--- src/rtl/sem_flags.sv ---
module sem_flags #(
  parameter int FLAGS  = 8,
  parameter int DATA_W = 8,
  parameter int IDX_W  = $clog2(FLAGS)
) (
  input  logic              clk,
  input  logic              rst_n,
  input  logic              l_en,
  input  logic              l_sel_n,
  input  logic              l_we,
  input  logic [IDX_W-1:0]  l_idx,
  input  logic [DATA_W-1:0] l_wdat,
  output logic [DATA_W-1:0] l_rdat,
  input  logic              r_en,
  input  logic              r_sel_n,
  input  logic              r_we,
  input  logic [IDX_W-1:0]  r_idx,
  input  logic [DATA_W-1:0] r_wdat,
  output logic [DATA_W-1:0] r_rdat
);

  logic [FLAGS-1:0] own_l, own_r, pend_l, pend_r, tie_r;

  wire l_acc = l_en & ~l_sel_n;
  wire r_acc = r_en & ~r_sel_n;
  wire l_wr  = l_acc & l_we;
  wire r_wr  = r_acc & r_we;

  assign l_rdat = (l_acc & own_l[l_idx]) ? '0 : '1;
  assign r_rdat = (r_acc & own_r[r_idx]) ? '0 : '1;

  for (genvar i = 0; i < FLAGS; i++) begin : g_flag
    wire hit_l = l_wr & (l_idx == IDX_W'(i));
    wire hit_r = r_wr & (r_idx == IDX_W'(i));
    wire lreq  = hit_l & ~l_wdat[0];
    wire lrel  = hit_l &  l_wdat[0];
    wire rreq  = hit_r & ~r_wdat[0];
    wire rrel  = hit_r &  r_wdat[0];

    always_ff @(posedge clk or negedge rst_n) begin
      if (!rst_n) begin
        own_l[i]  <= 1'b0;
        own_r[i]  <= 1'b0;
        pend_l[i] <= 1'b0;
        pend_r[i] <= 1'b0;
        tie_r[i]  <= 1'b0;
      end else if (own_l[i]) begin
        if (lrel) begin
          own_l[i]  <= 1'b0;
          own_r[i]  <= rreq | (pend_r[i] & ~rrel);
          pend_r[i] <= 1'b0;
        end else if (rreq) begin
          pend_r[i] <= 1'b1;
        end else if (rrel) begin
          pend_r[i] <= 1'b0;
        end
      end else if (own_r[i]) begin
        if (rrel) begin
          own_r[i]  <= 1'b0;
          own_l[i]  <= lreq | (pend_l[i] & ~lrel);
          pend_l[i] <= 1'b0;
        end else if (lreq) begin
          pend_l[i] <= 1'b1;
        end else if (lrel) begin
          pend_l[i] <= 1'b0;
        end
      end else if (lreq & rreq) begin
        own_l[i]  <= ~tie_r[i];
        own_r[i]  <=  tie_r[i];
        pend_l[i] <=  tie_r[i];
        pend_r[i] <= ~tie_r[i];
        tie_r[i]  <= ~tie_r[i];
      end else begin
        own_l[i] <= lreq;
        own_r[i] <= rreq;
      end
    end
  end

endmodule


--- config.mk ---
export PLATFORM = sky130hd
export DESIGN_NAME = sem_flags
export DESIGN_NICKNAME = d
export VERILOG_FILES = /design/src/rtl/sem_flags.sv
export SDC_FILE = /design/constraint.sdc
export NUM_CORES = 1
export LEC_CHECK = 0
export ABC_AREA = 1
export BUFFER_PORTS_ARGS = -buffer_cell sky130_fd_sc_hd__buf_2
export CELL_PAD_IN_SITES_DETAIL_PLACEMENT = 1
export CELL_PAD_IN_SITES_GLOBAL_PLACEMENT = 1
export CORE_MARGIN = 10
export CORE_UTILIZATION = 38
export CTS_BUF_LIST = sky130_fd_sc_hd__clkbuf_2 sky130_fd_sc_hd__clkbuf_4 sky130_fd_sc_hd__clkbuf_8
export CTS_CLUSTER_SIZE = 24
export DETAILED_ROUTE_END_ITERATION = 10
export PLACE_DENSITY = 0.82
export SLEW_MARGIN = 25
export SYNTH_ARGS = -nofsm -noshare
export SYNTH_HDL_FRONTEND = slang
export SYNTH_SLANG_ARGS = --single-unit
--- constraint.sdc ---
create_clock -name clk -period 1.2 [get_ports clk]
set_input_delay 0.06 -clock clk [delete_from_list [all_inputs] [get_ports clk]]
set_output_delay 0.06 -clock clk [all_outputs]
set_load 0.01 [all_outputs]
**Word-level counts from Yosys, hierarchy flattened**

Cells that the tools add are included.

- Add/subtract/negate cells: 0
- $mul: 0
- Divide/modulo/power cells: 0
- $lt $le $gt $ge: 2
- Equality and inequality tests: 46
- Shift operators: 0
- Mux-type cells: 174
- Bitwise operators: 138
- Reduce and logical (&&, ||, !) cells: 42

Operators with widths:

| kind | count |
|---|---|
| $mux W1 | 170 |
| $and A1 B1 Y1 | 78 |
| $reduce_and A3 Y1 | 24 |
| $ne A4 B1 Y1 const B | 16 |
| $not A1 Y1 | 44 |
| $reduce_bool A2 Y1 | 16 |
| $eq A3 B3 Y1 const B | 8 |
| $mux W8 | 2 |
| $ne A2 B1 Y1 const B | 8 |
| $ne A2 B2 Y1 const B | 8 |
| $or A1 B1 Y1 | 16 |
| $eq A3 B2 Y1 const B | 4 |
| $lt A3 B4 Y1 const B | 2 |
| $bmux W1 S3 | 2 |
| $eq A3 B1 Y1 const B | 2 |
| $logic_not A3 Y1 | 2 |

- Flip-flop bits (word level): 40
- Latch bits: 0
- Memory bits (writable): 0
- Memory bits (read-only): 0
- Input port bits: 30
- Output and inout bits: 16
- Word-level logic and storage cells: 442
- Memories: 0

**Depth between registers and ports, before layout**

Gate-level depths: netlist (run 1).

- Depth after elaboration: 11
- Depth in mapped cells: 11
- Depth with buffers taken out: 10

**Worst setup path before layout (run 1)**

No wires, ideal clock.

- Path type: reg2out
- Start: reg own_l[1]
- End: out l_rdat[1]
- Arrival time: 1.295 ns
- Required time: 1.140 ns
- Setup slack: -0.155 ns
- Stages on the path, launching flop included: 7
- Path buffers: 1
- Path through: dfrtp_1 inv_1 o22ai_1 nor2_1 o21ai_0 nand3_1 buf_4

- Word-level cells in the longest chain between the ends: 4

Ends and longest elaborated chain:

| what | RTL line | text |
|---|---|---|
| from (decl) | 22 | `logic [FLAGS-1:0] own_l, own_r, pend_l, pend_r, tie_r;` |
| from (signal, indexed assignment) | 60 | `own_l[i] <= lreq \| (pend_l[i] & ~lrel);` |
| from (signal, indexed assignment) | 68 | `own_l[i] <= ~tie_r[i];` |
| from (signal, indexed assignment) | 74 | `own_l[i] <= lreq;` |
| $bmux W1 S3 | 29 | `assign l_rdat = (l_acc & own_l[l_idx]) ? '0 : '1;` |
| $mux W1 (not written as such) | 29 |  |
| $and A1 B1 Y1 | 29 |  |
| $mux W8 | 29 |  |
| to (decl) | 13 | `output logic [DATA_W-1:0] l_rdat,` |

No other way between the ends. The select of a mux whose other input is x is not followed.

**Final worst setup path (run 1)**

- Start: reg own_l[4]
- End: out l_rdat[4]

The elaborated chain is that of the path after synthesis.

==> qor.yml, run 1 <==
timing.rr.start: "own_l[2]$_DFF_PN0_"
placedCellCount: 709
synth_warnings: 0
max-slew-margin-rel_pct: 75.88
detail_route.wirelength_um: 15390
share_of_final_layout_standard_cells_stronger_than_drive_strength_1_pct: 38.96
rows: 33
syn-instance-count: 510
antenna_left: 0
cellPowerDensity_nw_per_um2: 1587
syn_area_per_cell_sq_um: 6.285
insertedDiodeCount: 0
worst-r2r-cell-count: 8
insertion_delay_ns: 0.31
max_slew.worst_pin.slew_ns: 0.3605
syn_area_sq_um: 3206
buffer_ports.inserted: 31
hold_ws_ns: 0.2504
yosys.cell_types.count: 31
starting_density_of_the_core_pct: 39.01
result_of_the_run: "finished, violations left"
grt_pass1_wl_um: 21410
synth.yosys.seq_area_share_pct: 31.23
path_clk_slew_ns: 0.10
hold_class: "in2async"
dieArea_sq_um: 12510
dp_hpwl_um: 8814
gr-usage-all-layers_pct: 20.20
tritoncts_buffers: 5
cts.htree.levels: 2
worst-path-max-fanout: 8
register_to_register_setup_slack_ns: -0.28
total_power_consumption_of_the_routed_design_mw: 7.520
vias_per_cell: 5.675
drt_first_pass_iters: 5
critical_path_class: "reg2out"
maxCapViolations: 0
first_global_vias: 4258
final_net_count: 663
postSynthRegisterBits: 40
setup.worst_path.start: "own_l[4]$_DFF_PN0_"
timing_max_transition_violations_final: 0
violations: "setup timing"
critPathCapture: "l_rdat[4]"
via_count: 4194
worstSetupEndpointType: "primary output"
grt_max_degree: 41
placer_congestion: 0.8853
rsz_0062_raised_after_global_routing: "true"
wl_per_cell_um: 20.82
min_period_ns: 1.679
timing.final.hold_violations: 0
timing.critical_path.arrival_ns: 1.62
cp-start-kind: "flip-flop"
drt_iter0_drc: 253
top_level_ports: 46
flow.area_growth_from_synthesis_pct: 47.85
final.setup_skew_ns: 0.01391
setup_ws_ns: -0.4791
grt_ovf: 0
coreArea_sq_um: 8217
crit_required_ns: 1.14
clk_path_buf_depth: 2
post_layout_nonfiller_instances: 739
peakVddDrop_v: 0.0006482
cellLeakagePower_nw: 2.361
chip_height_um: 111.8
cts.root.buffer_cell: "clkbuf_8"
drt_drc_violations_left: 0
antenna_found_initial: 0
synth_nets: 540
fp.dieW_um: 111.8
clock.fmax_mhz: 595.6
fin_setup_tns_ns: -8.762
reg2reg_to: "own_r[2]$_DFFE_PN0P_"
finalSetupViolCount: 37
tritoncts: "done"
clock_sinks: 40
post-route-period-util_pct: 139.9
-- synth_stat cells --
cell,count,area [sq um]
o21a_1,1,7.510
nand2_2,5,31.28
a21oi_2,2,17.52
buf_6,2,22.52
inv_2,2,7.510
buf_2,1,5.000
inv_1,66,247.7
o211ai_1,2,15.01
xor2_1,5,43.79
nor2_2,8,50.05
nand4_1,5,31.28
buf_4,16,120.1
nor3_4,1,16.27
nor4_1,1,6.260
o2bb2ai_1,2,17.52
clkbuf_1,1,3.750
a21oi_1,10,50.05
nor2_4,3,33.78
o21ai_0,21,105.1
nor2_1,55,206.5
nor3_2,4,40.04
dfrtp_1,40,1001
o21ai_1,8,40.04
nor3_1,7,35.03
o22ai_1,8,50.05
nand3_2,2,20.02
nand2_1,161,604.3
nand3_1,64,320.3
o2111ai_1,5,43.79
a31oi_1,1,6.260
or2_2,1,6.260
-- power breakdown --
part / leakage, nW / switching (mW) / internal (mW)
clock network: 0.0523 / 0.553 / 0.517
logic: 1.82 / 2.53 / 1.89
registers: 0.491 / 0.324 / 1.71
total: 2.36 / 3.40 / 4.12
-- cells by family (layout without fill, tap and decap cells) --
| logic type | Yosys count | count (layout) | synth area share [%] |
|---|---|---|---|
| DFF | 40 | 40 | 31.23 |
| AOI/OAI and AO/OA | 60 | 60 | 11.01 |
| xor gates and xnor gates | 5 | 5 | 1.366 |
| buffers and inverters | 88 | 212 | 12.69 |
| and+or+nand+nor | 317 | 317 | 43.72 |
-- flip-flops by register name (all words and copies together) (netlist names) --
| signal | count |
|---|---|
| tie_r | 8 |
| own_r | 8 |
| pend_l | 8 |
| own_l | 8 |
| pend_r | 8 |
-- metal layers --
layer,GRT usage [%],up-vias,part of all wire [%],wire length [um]
li1,-,1874,-,-
met1,23.24,2057,40,6085
met2,36.32,207,49,7588
met3,3.972,56,7.1,1094
met4,6.684,0,4.0,619
met5,0,-,0,0
-- cell usage in the layout, fill, tap and decap left out, types with 2 or more instances in the layout --
cell,instances
nand3_2,5
nor3_1,3
nor2_2,17
o22ai_1,6
dfrtp_2,2
nand2_2,15
o21ai_0,10
nor2_1,33
buf_6,25
o21ai_2,2
o211ai_1,2
clkbuf_8,6
nor2_4,16
inv_2,20
o2111ai_1,4
nor3_2,6
nand2_4,2
a21oi_1,8
buf_2,17
nor3_4,3
nand3_1,57
clkbuf_4,2
o21ai_1,17
dfrtp_1,38
a21oi_2,4
inv_1,47
nand2_1,149
buf_12,3
buf_4,90
xor2_1,5
nand3_4,4
nand4_1,5
-- critical path: stages (launching register included) --
cell	delay, ns
dfrtp_1	0.42
inv_1	0.13
o22ai_1	0.12
o21ai_1	0.20
o21ai_2	0.11
nand3_4	0.16
buf_2	0.16
-- metrics by stage --
step	util, %	setup WS, ns	cell area, sq um
global route	57.68	-0.5540	4740
detailed placement	48.97	-0.3119	4024
CTS	53.46	-0.3432	4393
global placement	48.97	-0.2107	4024
finish	57.68	-0.4791	4740
floorplan	-	-0.02882	3254
-- how the worst min path moves through the flow --
stage	endpoint	slack [ns]	from
final	tie_r[0]$_DFFE_PN0P_	0.25	rst_n
after global routing	tie_r[0]$_DFFE_PN0P_	0.28	rst_n
after CTS	own_l[7]$_DFF_PN0_	0.25	r_wdat[0]
after detailed placement	tie_r[3]$_DFFE_PN0P_	0.06	rst_n
after global placement	pend_r[3]$_DFFE_PN0P_	0.06	rst_n
after floorplan	own_l[0]$_DFF_PN0_	-0.24	rst_n
-- area by class of cell --
class	count	area, sq um
Clock buffer	8	97.59
Inverter	68	257.7
Sequential cell	40	1003
Fill cell	1065	3477
Timing Repair Buffer	136	1112
Tap cell	105	131.4
Multi-Input combinational cell	382	2137
-- what timing repair did --
| item | in CTS | in global routing |
|---|---|---|
| endpoints found under the hold margin | 40 | 0 |
| buffers inserted | 10 | 19 |
| hold buffers | 1 | 0 |
| pin swaps | 16 | 31 |
| endpoints found under the setup margin | 24 | 52 |
| resized for setup | 49 | 77 |
Power figures use the tool's default switching activity.
==> run 2, diff against run 1 <==
--- a/config.mk
+++ b/config.mk
@@ -9,7 +9,6 @@
 export BUFFER_PORTS_ARGS = -buffer_cell sky130_fd_sc_hd__buf_2
 export CELL_PAD_IN_SITES_DETAIL_PLACEMENT = 1
 export CELL_PAD_IN_SITES_GLOBAL_PLACEMENT = 1
-export CORE_MARGIN = 10
 export CORE_UTILIZATION = 38
 export CTS_BUF_LIST = sky130_fd_sc_hd__clkbuf_2 sky130_fd_sc_hd__clkbuf_4 sky130_fd_sc_hd__clkbuf_8
 export CTS_CLUSTER_SIZE = 24
==> run 2 against run 1 <==
  * Total power shrank 9.4%
  * Via count is 7.7% lower
  * Utilization decreased by 2.6 points
  * Combinational power decreased by 15%
  * Final cell count fell by 3.0%
  * The run still ends with setup timing left
==> qor.yml, run 2 (synthesized netlist as in run 1, its figures left out) <==
cellLeakagePower_nw: 2.270  # was 2.361 nW
cts.root.buffer_cell: "clkbuf_8"  # unchanged
post-route-period-util_pct: 131.4  # was 139.9%
gr-usage-all-layers_pct: 27.28  # was 20.20%
insertedDiodeCount: 0  # unchanged
min_period_ns: 1.577  # was 1.679 ns
hold_class: "in2async"  # unchanged
antenna_left: 0  # unchanged
detail_route.wirelength_um: 12330  # was 15390 um
final_cell_area_sq_um: 4506  # was 4740 sq um
vias_per_cell: 5.402  # was 5.675
drt_first_pass_iters: 4  # was 5
antenna_found_initial: 0  # unchanged
peakVddDrop_v: 0.0006469  # was 0.0006482 V
chip_height_um: 93.85  # was 111.8 um
worst-path-max-fanout: 8  # unchanged
wl_per_cell_um: 17.20  # was 20.82 um
critPathSlowestCell: "dfrtp_1"  # unchanged
clock.fmax_mhz: 634.0  # was 595.6 MHz
critical_path_buf_inv_count: 2  # unchanged
final.setup_skew_ns: 0.003110  # was 0.01391 ns
max-slew-margin-rel_pct: 71.92  # was 75.88%
critical_path_class: "reg2out"  # unchanged
worstSetupEndpointType: "primary output"  # unchanged
tritoncts: "done"  # unchanged
cp-start-kind: "flip-flop"  # unchanged
cellPowerDensity_nw_per_um2: 1512  # was 1587 nW/um^2
via_count: 3873  # was 4194
starting_density_of_the_core_pct: 39.21  # was 39.01%
rsz_0062_raised_after_global_routing: "true"  # unchanged
layout.cells.most_common: "nand2_1"  # unchanged
hold_ws_ns: 0.2707  # was 0.2504 ns
timing.rr.start: "own_l[2]$_DFF_PN0_"  # unchanged
cpPeakStageDelay_ns: 0.43  # was 0.42 ns
final_cell_mix: "nand2_1 (151), buf_4 (71), nand3_1 (58)"  # was nand2_1 (149), buf_4 (90), nand3_1 (57)
flow.area_growth_from_synthesis_pct: 40.55  # was 47.85%
final_net_count: 641  # was 663
setup_ws_ns: -0.3773  # was -0.4791 ns
worst-r2r-cell-count: 8  # unchanged
maxCapViolations: 0  # unchanged
drt_iter0_drc: 141  # was 253
buffer_ports.inserted: 31  # unchanged
coreArea_sq_um: 8175  # was 8217 sq um
path_delay_family: "flip-flops"  # was compound AO/OA/AOI/OAI gates
placedCellCount: 695  # was 709
crit_required_ns: 1.14  # about the same
first_global_vias: 4045  # was 4258
cts.htree.levels: 2  # unchanged
insertion_delay_ns: 0.30  # was 0.31 ns
result_of_the_run: "finished, violations left"  # unchanged
placer_congestion: 0.9009  # was 0.8853
crit_path_cells: "inv_2 -> o22ai_2 -> nor2_2 -> o21ai_2 -> nand3_4 -> buf_6"  # was inv_1 -> o22ai_1 -> o21ai_1 -> o21ai_2 -> nand3_4 -> buf_2
grt_pass1_wl_um: 18930  # was 21410 um
timing.critical_path.arrival_ns: 1.52  # was 1.62 ns
top_level_ports: 46  # unchanged
dp_hpwl_um: 8367  # was 8814 um
path_clk_slew_ns: 0.08  # was 0.10 ns
post_layout_nonfiller_instances: 717  # was 739
tritoncts_buffers: 5  # unchanged
share_of_final_layout_standard_cells_stronger_than_drive_strength_1_pct: 34.97  # was 38.96%
violations: "setup timing"  # unchanged
post_dp_cell_area_sq_um: 3919  # was 4024 sq um
clk_path_buf_depth: 2  # unchanged
dieArea_sq_um: 8807  # was 12510 sq um
timing.final.hold_violations: 0  # unchanged
grt_ovf: 0  # unchanged
grt_max_degree: 41  # unchanged
reg2reg_to: "own_r[2]$_DFFE_PN0P_"  # unchanged
fp.dieW_um: 93.85  # was 111.8 um
finalSetupViolCount: 25  # was 37
clock_sinks: 40  # unchanged
register_to_register_setup_slack_ns: -0.19  # was -0.28 ns
rows: 33  # unchanged
timing_max_transition_violations_final: 0  # unchanged
drt_drc_violations_left: 0  # unchanged
post-place-ws_ns: -0.3270  # was -0.3119 ns
max_slew.worst_pin.slew_ns: 0.4189  # was 0.3605 ns
run 2: cell count changes in the layout (fill, tap and decap cells not counted), moves of 3 or more:
cell / change
buf_4: -19
inv_1: +4
inv_2: -4
nor2_1: +5
nor2_2: -3
o21ai_0: +4
o21ai_1: -6
run 2: timing repair:
action / in CTS / in global routing
setup buffers: 7 / 10
hold endpoints to repair: 40 / 0
hold buffers: 1 / 0
pin swaps: 13 / 21
setup endpoints to repair: 26 / 50
resized for setup: 48 / 56
run 2: how the worst max path moves through the flow:
stage          cells past startpoint                    to            startpoint  slack [ns]
6_report                           6             l_rdat[7]    own_l[2]$_DFF_PN0_       -0.38
5_1_grt                            7             r_rdat[3]  own_r[7]$_DFFE_PN0P_       -0.46
4_1_cts                            7             r_rdat[2]  own_r[7]$_DFFE_PN0P_       -0.33
3_5_place_dp                       8  tie_r[6]$_DFFE_PN0P_               l_sel_n       -0.33
3_3_place_gp                       7  tie_r[2]$_DFFE_PN0P_               l_sel_n       -0.24
2_1_floorplan                      6             r_rdat[1]  own_r[7]$_DFFE_PN0P_       -0.03
run 2: cell type report:
| cell class | instances | area, sq um |
|---|---|---|
| inverter | 68 | 257.7 |
| clock buffer | 8 | 97.59 |
| timing repair buffer | 114 | 948.4 |
| fill | 1052 | 3670 |
| tap | 105 | 131.4 |
| sequential | 40 | 1003 |
| multi-input combinational | 382 | 2067 |
run 2: per-layer routing:
metal	track usage [%]	share of wire (%)	routed length (um)	up-vias
met5	0	0	0	-
met4	6.410	2.4	295	0
met3	4.126	3.6	446	31
met2	49.03	53	6489	123
met1	34.02	41	5100	1891
li1	-	-	-	1828
run 2: per-stage QoR:
| stage | utilization (%) | setup TNS, ns | power [mW] |
|---|---|---|---|
| finish | 55.11 | -6.649 | 6.811 |
| global route | 55.11 | -8.913 | 7.255 |
| floorplan | - | -0.3965 | 3.722 |
| global placement | 47.93 | -5.003 | 4.651 |
| detailed placement | 47.93 | -8.310 | 4.822 |
| CTS | 52.16 | -5.493 | 6.265 |
run 2: report_power, final:
group / internal (mW) / total, mW / switching, mW
Combinational: 1.58 / 3.76 / 2.18
Clock: 0.516 / 1.04 / 0.521
Sequential: 1.71 / 2.01 / 0.298
Total: 3.81 / 6.81 / 3.00
run 2: worst register-to-register path, delay by kind of cell, from the launching register on:
family	cells	cell delay (ns)
AOI/OAI and AO/OA	2	0.34
buffers and inverters	3	0.32
DFF	1	0.43
and+or+nand+nor	3	0.24
==> run 3, diff against run 2 <==
--- a/config.mk
+++ b/config.mk
@@ -9,11 +9,10 @@
 export BUFFER_PORTS_ARGS = -buffer_cell sky130_fd_sc_hd__buf_2
 export CELL_PAD_IN_SITES_DETAIL_PLACEMENT = 1
 export CELL_PAD_IN_SITES_GLOBAL_PLACEMENT = 1
-export CORE_UTILIZATION = 38
-export CTS_BUF_LIST = sky130_fd_sc_hd__clkbuf_2 sky130_fd_sc_hd__clkbuf_4 sky130_fd_sc_hd__clkbuf_8
+export CORE_UTILIZATION = 36
 export CTS_CLUSTER_SIZE = 24
 export DETAILED_ROUTE_END_ITERATION = 10
-export PLACE_DENSITY = 0.82
+export PLACE_DENSITY = 0.78
 export SLEW_MARGIN = 25
 export SYNTH_ARGS = -nofsm -noshare
 export SYNTH_HDL_FRONTEND = slang
==> run 3 against run 2 <==
  * Combinational power shrank 7.2%
  * Worst hold slack got worse by 0.10 ns
  * The flow still finishes with violations (setup timing)
  * Clock power is 4% lower
  * Total power fell by 4.8%
  * Flip-flop and latch count did not move
  * Cell area decreased by 3.8%
  * First-iteration DRC count fell by 22%
==> qor.yml, run 3 (synthesized netlist as in run 1, its figures left out) <==
gr-usage-all-layers_pct: 25.25  # was 27.28%
grt_most_used_layer: "met2"  # unchanged
post-place-ws_ns: -0.2425  # was -0.3270 ns
coreArea_sq_um: 8678  # was 8175 sq um
antenna_found_initial: 0  # unchanged
grt_ovf: 0  # unchanged
antenna_left: 0  # unchanged
crit_path_cells: "inv_2 -> nor2_2 -> a21oi_2 -> o2111ai_2 -> nand4_1 -> buf_6 -> buf_6"  # was inv_2 -> o22ai_2 -> nor2_2 -> o21ai_2 -> nand3_4 -> buf_6
final_net_count: 636  # was 641
cellPowerDensity_nw_per_um2: 1497  # was 1512 nW/um^2
grt_max_degree: 27  # was 41
dieArea_sq_um: 9285  # was 8807 sq um
timing.critical_path.arrival_ns: 1.49  # was 1.52 ns
utilization_pct: 49.94  # was 55.11%
worst-path-max-fanout: 8  # unchanged
rows: 34  # was 33
post-route-period-util_pct: 128.8  # was 131.4%
hold_class: "in2reg"  # was in2async
grt_pass1_wl_um: 18100  # was 18930 um
placedCellCount: 699  # was 695
starting_density_of_the_core_pct: 36.94  # was 39.21%
flow.area_growth_from_synthesis_pct: 35.21  # was 40.55%
max_slew.worst_pin.slew_ns: 0.4070  # was 0.4189 ns
insertion_delay_ns: 0.30  # about the same
vias_per_cell: 5.206  # was 5.402
buffer_ports.inserted: 31  # unchanged
clk_path_buf_depth: 2  # unchanged
cpPeakStageDelay_ns: 0.41  # was 0.43 ns
worst-r2r-cell-count: 7  # was 8
worst-path-stages: 7  # was 6
cts.root.buffer_cell: "clkbuf_8"  # unchanged
post_layout_nonfiller_instances: 715  # was 717
critical_path.most_common_cell: "buf_6"
critPathSlowestCell: "dfrtp_1"  # unchanged
min_period_ns: 1.545  # was 1.577 ns
tritoncts_buffers: 5  # unchanged
drt_first_pass_iters: 4  # unchanged
rsz_0062_raised_after_global_routing: "true"  # unchanged
finalSetupViolCount: 21  # was 25
clock.fmax_mhz: 647.2  # was 634.0 MHz
critical_path_class: "reg2out"  # unchanged
top_level_ports: 46  # unchanged
final.setup_skew_ns: 0.003709  # was 0.003110 ns
globalRouteMet1Util_pct: 30.38  # was 34.02%
timing_max_transition_violations_final: 0  # unchanged
tritoncts: "done"  # unchanged
cellLeakagePower_nw: 2.172  # was 2.270 nW
path_delay_family: "flip-flops"  # unchanged
critical_path_buf_inv_count: 3  # was 2
result_of_the_run: "finished, violations left"  # unchanged
violations: "setup timing"  # unchanged
maxCapViolations: 0  # unchanged
final_cell_mix: "nand2_1 (153), buf_4 (72), nand3_1 (62)"  # was nand2_1 (151), buf_4 (71), nand3_1 (58)
chip_height_um: 96.36  # was 93.85 um
multiInputGateArea_sq_um: 2008  # was 2067 sq um
min_path_cells: 3
register_to_register_setup_slack_ns: -0.13  # was -0.19 ns
first_global_vias: 3892  # was 4045
cp-start-kind: "flip-flop"  # unchanged
layout.cells.most_common: "nand2_1"  # unchanged
cts.htree.levels: 2  # unchanged
fin_setup_tns_ns: -5.669  # was -6.649 ns
use_met3_pct: 3.397  # was 4.126%
ff_latch_area_sq_um: 1002  # was 1003 sq um
worstSetupEndpointType: "primary output"  # unchanged
peakVddDrop_v: 0.0006582  # was 0.0006469 V
share_of_final_layout_standard_cells_stronger_than_drive_strength_1_pct: 33.28  # was 34.97%
detail_route.wirelength_um: 11140  # was 12330 um
drt_iter0_drc: 110  # was 141
insertedDiodeCount: 0  # unchanged
dp_hpwl_um: 8412  # was 8367 um
setup_ws_ns: -0.3451  # was -0.3773 ns
max-slew-margin-rel_pct: 72.86  # was 71.92%
wl_per_cell_um: 15.58  # was 17.20 um
fp.dieW_um: 96.36  # was 93.85 um
path_clk_slew_ns: 0.09  # was 0.08 ns
placer_congestion: 0.8689  # was 0.9009
filler_cell_count: 1166  # was 1052
use_met2_pct: 46.75  # was 49.03%
clock_sinks: 40  # unchanged
via_count: 3722  # was 3873
crit_required_ns: 1.14  # about the same
timing.final.hold_violations: 0  # unchanged
drt_drc_violations_left: 0  # unchanged
==> run 3: path summary, 6_finish.rpt <==
| path | from | to |
|---|---|---|
| worst min register to register | pend_l[5]$_DFFE_PN0P_ | pend_l[5]$_DFFE_PN0P_ |
| min in group asynchronous | rst_n | tie_r[3]$_DFFE_PN0P_ |
| worst max register to register | own_l[2]$_DFF_PN0_ | own_r[2]$_DFFE_PN0P_ |
| worst min-delay path | r_wdat[0] | own_l[7]$_DFF_PN0_ |
| worst max-delay path | own_r[7]$_DFFE_PN0P_ | r_rdat[0] |
| max in group asynchronous | rst_n | own_r[1]$_DFFE_PN0P_ |
==> run 3: cell type report <==
class,count,area share [%]
Tap cell,108,3.118
Inverter,68,6.005
Timing Repair Buffer,109,19.28
Clock buffer,6,1.905
Multi-Input combinational cell,382,46.33
Clock inverter,2,0.2309
Sequential cell,40,23.12
==> run 3: power by group <==
part / internal [mW] / switching [mW] / total, mW / leakage (nW)
Sequential: 1.71 / 0.292 / 2.00 / 0.492
Combinational: 1.43 / 2.05 / 3.49 / 1.63
Clock: 0.461 / 0.539 / 1.00 / 0.0510
Total: 3.60 / 2.88 / 6.49 / 2.17
==> run 3: timing repair <==
item                                    CTS  global route
hold buffers                              1             0
endpoints found under the setup margin   26            43
endpoints found under the hold margin    14             0
pin swaps                                 9            15
gates resized for setup                  27            53
setup buffers                             5             4
==> run 3: per-layer routing <==
metal / vias up / wire (um)
met5: - / 0
li1: 1819 / -
met3: 18 / 354
met4: 0 / 196
met1: 1808 / 4638
met2: 77 / 5952
==> run 3: worst register-to-register path, delay by kind of cell, from the launching register on <==
kind | cells | cell delay [ns]
buffers and inverters | 2 | 0.19
flip-flops | 1 | 0.41
AND/OR/NAND/NOR | 5 | 0.63
==> run 3: through the flow <==
step                hold WS [ns]  power (mW)  cell area, sq um
floorplan                -0.2356       3.722              3254
global placement         0.02365       4.658              3918
global route              0.1987       7.002              4334
finish                    0.1687       6.487              4334
CTS                       0.1583       6.086              4144
detailed placement       0.02184       4.830              3918
